### src/rtl/tgq_pkg.sv
`timescale 1ns/1ps
package tgq_pkg;

  typedef enum logic [1:0] {
    PS_IDLE   = 2'd0,
    PS_ACTIVE = 2'd1,
    PS_GAP    = 2'd2,
    PS_OVER   = 2'd3
  } pulse_state_t;

  function automatic int cnt_bits(input int limit);
    int b;
    b = 1;
    while ((1 << b) <= limit) b++;
    return b;
  endfunction

  function automatic int max2(input int a, input int b);
    return (a > b) ? a : b;
  endfunction

endpackage

### src/rtl/tgq_guard.sv
`timescale 1ns/1ps
module tgq_guard #(
  parameter int PRESENT_CYC = 8,
  parameter int ABSENT_CYC  = 5
) (
  input  logic clk,
  input  logic rst,
  input  logic en,
  input  logic raw,
  output logic qual
);
  import tgq_pkg::*;

  localparam int LIMIT = max2(PRESENT_CYC, ABSENT_CYC);
  localparam int CW    = cnt_bits(LIMIT);
  localparam logic [CW-1:0] P_LAST = CW'(PRESENT_CYC - 1);
  localparam logic [CW-1:0] A_LAST = CW'(ABSENT_CYC - 1);

  logic [CW-1:0] cnt;
  logic          qual_r;

  // One counter serves both directions: it integrates samples that disagree
  // with the current state and restarts on any sample that agrees with it.
  always_ff @(posedge clk) begin
    if (rst || !en) begin
      qual_r <= 1'b0;
      cnt    <= '0;
    end else if (!qual_r) begin
      if (raw) begin
        if (cnt == P_LAST) begin
          qual_r <= 1'b1;
          cnt    <= '0;
        end else begin
          cnt <= cnt + 1'b1;
        end
      end else begin
        cnt <= '0;
      end
    end else begin
      if (!raw) begin
        if (cnt == A_LAST) begin
          qual_r <= 1'b0;
          cnt    <= '0;
        end else begin
          cnt <= cnt + 1'b1;
        end
      end else begin
        cnt <= '0;
      end
    end
  end

  assign qual = qual_r;

  AST_QUAL_AFTER_HIGH: assert property (@(posedge clk) disable iff (rst)
    $rose(qual_r) |-> ($past(raw) && $past(en)));
  AST_RELEASE_AFTER_LOW: assert property (@(posedge clk) disable iff (rst)
    ($fell(qual_r) && $past(en)) |-> !$past(raw));
  AST_PWDN_CLEARS: assert property (@(posedge clk) disable iff (rst)
    !en |=> (!qual_r && cnt == '0));
  AST_GUARD_BOUND: assert property (@(posedge clk) disable iff (rst)
    cnt < CW'(LIMIT));

endmodule

### src/rtl/tgq_pulse_check.sv
`timescale 1ns/1ps
module tgq_pulse_check #(
  parameter int MIN_PULSE = 12,
  parameter int MAX_PULSE = 40,
  parameter int MAX_DROP  = 3
) (
  input  logic clk,
  input  logic rst,
  input  logic en,
  input  logic raw,
  output logic done,
  output logic valid
);
  import tgq_pkg::*;

  localparam int LW = cnt_bits(MAX_PULSE);
  localparam int DW = cnt_bits(MAX_DROP);
  localparam logic [LW:0]   LEN_MAX = (LW+1)'(MAX_PULSE);
  localparam logic [LW-1:0] LEN_MIN = LW'(MIN_PULSE);
  localparam logic [DW-1:0] GAP_MAX = DW'(MAX_DROP);

  pulse_state_t  st;
  logic [LW-1:0] len;   // first high sample to latest high sample, inclusive
  logic [DW-1:0] gap;   // consecutive low samples in the current gap
  logic [LW:0]   len_resume;
  logic          done_r, valid_r;

  // A resumed tone absorbs the gap into the burst duration.
  assign len_resume = {1'b0, len} + (LW+1)'(gap) + (LW+1)'(1);

  always_ff @(posedge clk) begin
    if (rst) begin
      st      <= PS_IDLE;
      len     <= '0;
      gap     <= '0;
      done_r  <= 1'b0;
      valid_r <= 1'b0;
    end else if (!en) begin
      st     <= PS_IDLE;
      len    <= '0;
      gap    <= '0;
      done_r <= 1'b0;
    end else begin
      done_r <= 1'b0;
      unique case (st)
        PS_IDLE: begin
          gap <= '0;
          if (raw) begin
            st  <= PS_ACTIVE;
            len <= LW'(1);
          end
        end
        PS_ACTIVE: begin
          if (raw) begin
            if ({1'b0, len} == LEN_MAX) begin
              st      <= PS_OVER;
              done_r  <= 1'b1;
              valid_r <= 1'b0;
              gap     <= '0;
            end else begin
              len <= len + 1'b1;
            end
          end else begin
            st  <= PS_GAP;
            gap <= DW'(1);
          end
        end
        PS_GAP: begin
          if (raw) begin
            if (len_resume > LEN_MAX) begin
              st      <= PS_OVER;
              done_r  <= 1'b1;
              valid_r <= 1'b0;
            end else begin
              st  <= PS_ACTIVE;
              len <= len_resume[LW-1:0];
            end
            gap <= '0;
          end else if (gap == GAP_MAX) begin
            st      <= PS_IDLE;
            done_r  <= 1'b1;
            valid_r <= (len >= LEN_MIN);
            gap     <= '0;
          end else begin
            gap <= gap + 1'b1;
          end
        end
        PS_OVER: begin
          if (raw) begin
            gap <= '0;
          end else if (gap == GAP_MAX) begin
            st  <= PS_IDLE;
            gap <= '0;
          end else begin
            gap <= gap + 1'b1;
          end
        end
        default: st <= PS_IDLE;
      endcase
    end
  end

  assign done  = done_r;
  assign valid = valid_r;

  AST_DONE_SINGLE: assert property (@(posedge clk) disable iff (rst)
    done_r |=> !done_r);
  AST_VERDICT_WITH_STROBE: assert property (@(posedge clk) disable iff (rst)
    !$stable(valid_r) |-> done_r);
  AST_GAP_BOUND: assert property (@(posedge clk) disable iff (rst)
    gap <= GAP_MAX);
  AST_LEN_BOUND: assert property (@(posedge clk) disable iff (rst)
    {1'b0, len} <= LEN_MAX);
  AST_OVER_INVALID: assert property (@(posedge clk) disable iff (rst)
    (st == PS_OVER && $past(st) != PS_OVER && $past(en)) |-> (done_r && !valid_r));

endmodule

### src/rtl/tone_guard_qualifier.sv
`timescale 1ns/1ps
module tone_guard_qualifier #(
  parameter int PRESENT_CYC = 40000,
  parameter int ABSENT_CYC  = 25000,
  parameter int CHECK_EN    = 1,
  parameter int MIN_PULSE   = 200000,
  parameter int MAX_PULSE   = 400000,
  parameter int MAX_DROP    = 20000
) (
  input  logic clk,
  input  logic rst,
  input  logic det_en,
  input  logic tone_raw,
  output logic tone_early,
  output logic alert_n,
  output logic pulse_done,
  output logic pulse_valid
);

  logic qual;

  assign tone_early = det_en & tone_raw;

  tgq_guard #(
    .PRESENT_CYC(PRESENT_CYC),
    .ABSENT_CYC (ABSENT_CYC)
  ) u_guard (
    .clk (clk),
    .rst (rst),
    .en  (det_en),
    .raw (tone_raw),
    .qual(qual)
  );

  // Power-down forces the steering output inactive without waiting an edge.
  assign alert_n = ~(qual & det_en);

  generate
    if (CHECK_EN != 0) begin : g_check
      tgq_pulse_check #(
        .MIN_PULSE(MIN_PULSE),
        .MAX_PULSE(MAX_PULSE),
        .MAX_DROP (MAX_DROP)
      ) u_check (
        .clk  (clk),
        .rst  (rst),
        .en   (det_en),
        .raw  (tone_raw),
        .done (pulse_done),
        .valid(pulse_valid)
      );
    end else begin : g_nocheck
      assign pulse_done  = 1'b0;
      assign pulse_valid = 1'b0;
    end
  endgenerate

  AST_PWDN_OUTPUTS: assert property (@(posedge clk) disable iff (rst)
    !det_en |-> (alert_n && !tone_early));

endmodule

### config.mk
export PLATFORM = sky130hd
export DESIGN_NAME = tone_guard_qualifier
export DESIGN_NICKNAME = d
export VERILOG_FILES = /design/src/rtl/tgq_pkg.sv /design/src/rtl/tgq_guard.sv /design/src/rtl/tgq_pulse_check.sv /design/src/rtl/tone_guard_qualifier.sv
export SDC_FILE = /design/constraint.sdc
export NUM_CORES = 1
export LEC_CHECK = 0
export BUFFER_PORTS_ARGS = -buffer_cell sky130_fd_sc_hd__buf_2
export CELL_PAD_IN_SITES_DETAIL_PLACEMENT = 1
export CELL_PAD_IN_SITES_GLOBAL_PLACEMENT = 1
export CORE_UTILIZATION = 40
export CTS_BUF_LIST = sky130_fd_sc_hd__clkbuf_16
export DETAILED_ROUTE_END_ITERATION = 16
export PLACE_DENSITY_LB_ADDON = 0.05
export SYNTH_ARGS = -nofsm -noshare
export SYNTH_HDL_FRONTEND = slang
export SYNTH_SLANG_ARGS = --single-unit
### constraint.sdc
create_clock -name clk -period 3.4 [get_ports clk]
set_input_delay 0.51 -clock clk [delete_from_list [all_inputs] [get_ports clk]]
set_output_delay 0.51 -clock clk [all_outputs]
set_load 0.05 [all_outputs]
Word level (Yosys, flattened, before mapping)

Index checks and enable logic that the tools add are counted.
Widths: inputs -> output; s select.

Divide/modulo/power cells: 0
Add/sub/neg operators: 5
Reduce and logical (&&, ||, !) cells: 10
Order comparisons: 2
Multiplexer cells: 41
Shifts and indexed selects: 0
Bitwise gates (word level): 4
Equal/unequal tests: 17
Multipliers: 0

Operator list:

| kind                  | number |
|---|---|
| $mux 19               | 5 |
| $mux 16               | 5 |
| $mux 15               | 4 |
| $pmux 19 s3           | 1 |
| $pmux 15 s3           | 1 |
| $add 19x15->20        | 1 |
| $add 20x1->20 const B | 1 |
| $gt 20x19->1 const B  | 1 |
| $add 19x1->19 const B | 1 |
| $eq 19x19->1 const B  | 1 |
| $ge 19x18->1 const B  | 1 |
| $add 16x1->16 const B | 1 |
| $eq 16x15->1 const B  | 1 |
| $eq 16x16->1 const B  | 1 |
| $add 15x1->15 const B | 1 |
| $eq 15x15->1 const B  | 1 |
| $mux 1                | 15 |
| $mux 2                | 7 |
| $ne 2x2->1 const B    | 6 |
| $reduce_and 6->1      | 2 |
| $ne 3x2->1 const B    | 3 |
| $pmux 2 s4            | 1 |
| $eq 2x2->1 const B    | 2 |
| $pmux 1 s2            | 2 |
| 11 further kinds      | 14 |

Latch bits: 0
Output and inout bits: 4
Word-level logic and storage cells: 86
ROM bits: 0
Bits of input ports: 4
Bits in registers: 55
Bits in writable memories: 0
Memories: 0

Depth between registers and ports, before layout

Word-level depth: 6
Gate-level depth with buffers: 14
Gate-level depth less buffers: 13

By module

Synthesis repeated with hierarchy kept, for this count alone.

Cells, all modules: 571
Area, all modules: 4,451.8 um^2

Modules (own cells, without submodules):

| module               | area each (um^2) | cells each | sequential area each (um^2) | times used |
|---|---|---|---|---|
| tgq_pulse_check      | 3,582.2          | 476        | 760.7                       | 1 |
| tgq_guard            | 859.6            | 93         | 340.3                       | 1 |
| tone_guard_qualifier | 10.0             | 2          | 0.0                         | 1 |

Least setup slack after synthesis

OpenSTA, ideal clock, no wires.

Path kind: register -> register
Start: register g_check.u_check.len[0]
End: register g_check.u_check.st[1]
Stages on the path, launching flop included: 14
Slack: -0.104 ns
Arrival time: 3.425 ns
Required time: 3.321 ns
Buffers on the path: 0
Period minus slack after synthesis: 3.504 ns
Cell sequence: dfxtp_1 inv_1 ha_1 inv_1 fa_1 a211oi_2 o21ai_2 a31oi_4 o31ai_1 and3_1 or4b_4 or3_4 a311o_1 a211oi_2

Word-level cells in the longest chain between the ends: 6
Elaborated cells on any way between the ends: 9
Those cells by class: add/sub (2); order compare (1); eq/ne (2); mux (3); reduce/logical (1)

RTL lines:

| item                     | line                  | text |
|---|---|---|
| start: declaration       | tgq_pulse_check.sv:23 | `logic [LW-1:0] len;` |
| start signal: assignment | tgq_pulse_check.sv:61 | `len <= len + 1'b1;` |
| start signal: assignment | tgq_pulse_check.sv:76 | `len <= len_resume[LW-1:0];` |
| $add 19x15->20           | tgq_pulse_check.sv:29 | `assign len_resume = {1'b0, len} + (LW+1)'(gap) + (LW+1)'(1);` |
| $add 20x1->20            | tgq_pulse_check.sv:29 |  |
| $gt 20x19->1             | tgq_pulse_check.sv:70 | `if (len_resume > LEN_MAX) begin` |
| $mux 2                   | tgq_pulse_check.sv:70 |  |
| $mux 2                   | tgq_pulse_check.sv:69 | `if (raw) begin` |
| $pmux 2 s4               | tgq_pulse_check.sv:45 | `unique case (st)` |
| end signal: assignment   | tgq_pulse_check.sv:49 | `st <= PS_ACTIVE;` |
| end signal: assignment   | tgq_pulse_check.sv:71 | `st <= PS_OVER;` |
| end signal: assignment   | tgq_pulse_check.sv:75 | `st <= PS_ACTIVE;` |
| end: declaration         | tgq_pulse_check.sv:22 | `pulse_state_t st;` |

Several ways; a longest one is shown, not always the timed one.
A chain may end at the register's enable or synchronous reset.

Final worst setup path

Start: register g_check.u_check.len[7]
End: register g_check.u_check.st[1]

The elaborated chain is that of the path after synthesis.

==> results.cfg <==
[run_status]
status = complete, but fails checks
violations = setup timing

[detailed_routing]
drt-initial-drc-count = 222
routed_wl_um = 15400
routedWlPerCell_um = 19.5
via_per_inst = 5.73
dr.pass1.iters = 5
ant_nets = 0
drc = 0
vias = 4504

[floorplan]
dieWidth_um = 106
core_area_mm2 = 0.0104
start_util = 0.413
ios = 8
die_area_mm2 = 0.0111
fp.dieH_um = 106
fp-row-count = 37

[finish]
final_cell_mix = buf_4 (91), nand2_1 (73), nor2_1 (60)
seq_area_mm2 = 0.00111
multi_input_comb_area_mm2 = 0.00325
synthToLayoutAreaGrowth_pct = 29.2
layout_commonest_cell = buf_4
antenna_cells = 0
fill_cells = 1309
fin_util = 0.534
post_route_cells_drive_above_1_share = 0.266
nets = 679
final_cells = 786

[critical_path]
worstPathCellList = ha_1 > and3_2 > nand2_1 > a21oi_4 > buf_6 > o2111a_1 > a211oi_2 > or4b_4 > or3_4 > a311o_1 > a211oi_2
cp.arrival_ns = 3.69
cp.buffers_inverters = 1
endpoint_kind = register
cpMaxStageDelayCell = or4b_4
cp_max_fo = 5
path_common_cell = a211oi_2
critical_path.max_stage_delay_ns = 0.56
crit_family = simple AND/OR/NAND/NOR gates
crit_type = register to register
worstPathRequired_ns = 3.64
cp-start-kind = register

[synthesis]
syn_nets = 593
synth-simple-area-share = 0.288
synth_cell_type_count = 73
synth_area_leaders = dfxtp_1 (26%), ha_1 (7.3%), nand2_1 (6.4%)
dominantRegCellSynth = dfxtp_1
synth-seq-cells = 55
synth_area_leader_cell = dfxtp_1
synthAdderAreaFrac = 0.0777
synth_top_family_by_area = simple AND/OR/NAND/NOR gates
synth_area_mm2 = 0.00429
yosysSeqAreaShare = 0.257
synth_enable_flop_cells = 0
synthMuxAreaShare = 0.0257
yosys_warnings = 0
async_reset_ff_frac = 0
synth_xor_xnor_area_share = 0.0899
synth_compound_area_frac = 0.220
synth_top_area_frac = 0.257
synthCells = 563
syn_avg_cell_area_um2 = 7.61

[sta]
fin_setup_tns_ns = -0.0573
min_period_ns = 3.44
max_slew_margin = 0.471
setup_violations = 2
worst_pin_slew_ns = 0.792
fin_hold_ws_ns = 0.477
rsz0062_at_grt = true
finalCritPeriodShare = 1.01
worst_slack_ns = -0.0449
fin_worst_skew_ns = 0.0163
fmax_ghz = 0.290
hold_violations = 0
maxSlewViolCount = 0

[cts]
cts_buffers = 5
ctsHoldBuffers = 0
clk_pin_slew_ns = 0.09
clock-root-buffer = clkbuf_16
htreeDepth = 2
cts_tree = built
cts_buffer_depth = 2
clock_sinks = 55
worst_skew_pair.late_latency_ns = 0.32

[place]
dp_slack_ns = -0.0927
place_inst = 760
gp_congestion = 0.860
port_buffers = 7
dp_hpwl_um = 11300

[hold_path]
hold_class = register to register

[pwr]
switching_share = 0.275
vdd_drop_max_mv = 0.242
p_comb_frac = 0.087
power_density_mw_per_mm2 = 242
p_int_w = 0.000970
seqPwrFrac = 0.485
clkPwrFrac = 0.429
power.leakage_nw = 2.05
p_sw_w = 0.000368

[grt]
grt_max_degree = 20
grt_pass1_vias = 4642
grt_pass1_wl_um = 24500
grt_usage = 0.283
antenna_found_initial = 0
overflow = 0

[flow_run]
cap_violations = 0
==> cells by family after synthesis <==
group | count (synthesis)
XOR/XNOR | 44
AND/OR/NAND/NOR | 249
multiplexers | 11
AO/OA/AOI/OAI | 134
adder cells (fa/ha/maj) | 26
buffers and inverters | 44
flip-flops | 55
==> synth_stat cells, drive strengths merged, types with 4 or more instances <==
cell type	instances
a211oi	9
a21boi	4
a21o	4
a21oi	33
a311o	4
and3	13
buf	5
clkbuf	21
dfxtp	55
ha	25
inv	18
mux2i	11
nand2	73
nand2b	6
nand3	29
nand4	14
nor2	61
nor2b	4
nor3	12
nor4	6
o211ai	4
o21ai	36
o221ai	4
o22ai	5
o31ai	4
or3	10
xnor2	17
xor2	27
==> registers in the layout (all words and copies together), names as in the netlist <==
register               count
u_guard.cnt               16
g_check.u_check.st         2
g_check.u_check.gap       15
u_guard.qual               1
g_check.u_check.valid      1
g_check.u_check.len       19
g_check.u_check.done       1
==> what timing repair did <==
item,in CTS,in global routing
buffers inserted,10,7
endpoints found under the setup margin,21,22
cloned,1,0
pin swaps,17,28
resized for setup,22,35
==> power by group through the flow <==
| stage | Clock, W | Combinational, W | Sequential, W |
|---|---|---|---|
| global route | 0.000611 | 0.000125 | 0.000649 |
| detailed placement | 0 | 0.0000960 | 0.000664 |
| floorplan | 0 | 0.0000620 | 0.000664 |
| global placement | 0 | 0.0000957 | 0.000663 |
| CTS | 0.000590 | 0.000107 | 0.000649 |
| finish | 0.000573 | 0.000116 | 0.000649 |
==> worst register-to-register path, cell delays in order (launching register included) <==
cell and delay, ns:
dfxtp_1 0.44, ha_1 0.33, and3_2 0.24, nand2_1 0.15, a21oi_4 0.06, buf_6 0.13
o2111a_1 0.24, a211oi_2 0.28, or4b_4 0.56, or3_4 0.41, a311o_1 0.37, a211oi_2 0.17
==> metal layers <==
metal	part of all wire	track usage	vias up
met3	0.036	0.0359	22
met4	0.020	0.0913	0
met2	0.48	0.461	71
met1	0.47	0.388	2211
li1	-	-	2200
met5	0	0	-
==> stage by stage <==
stage,area (um^2),total power [W]
CTS,5300,0.00135
global route,5540,0.00138
global placement,4980,0.000759
finish,5540,0.00134
floorplan,4290,0.000726
detailed placement,4980,0.000760
==> worst paths after layout <==
check / start / to / slack (ns) / depth (start not counted)
setup / recovery: g_check.u_check.len[7]$_SDFFE_PP0P_ / g_check.u_check.st[1]$_SDFFE_PP0P_ / -0.04 / 11
hold reg to reg: u_guard.cnt[0]$_SDFF_PP0_ / u_guard.cnt[0]$_SDFF_PP0_ / 0.48 / 1
setup reg to reg: g_check.u_check.len[7]$_SDFFE_PP0P_ / g_check.u_check.st[1]$_SDFFE_PP0P_ / -0.04 / 11
hold / removal: u_guard.cnt[0]$_SDFF_PP0_ / u_guard.cnt[0]$_SDFF_PP0_ / 0.48 / 1
==> cell type report <==
cell class	instances	share of cell area
timing repair buffer	104	0.142
multi-input combinational	465	0.587
clock inverter	3	0.00497
tap	136	0.0307
sequential	55	0.201
inverter	18	0.0122
clock buffer	5	0.0226
(Power assumes the default switching activity.)
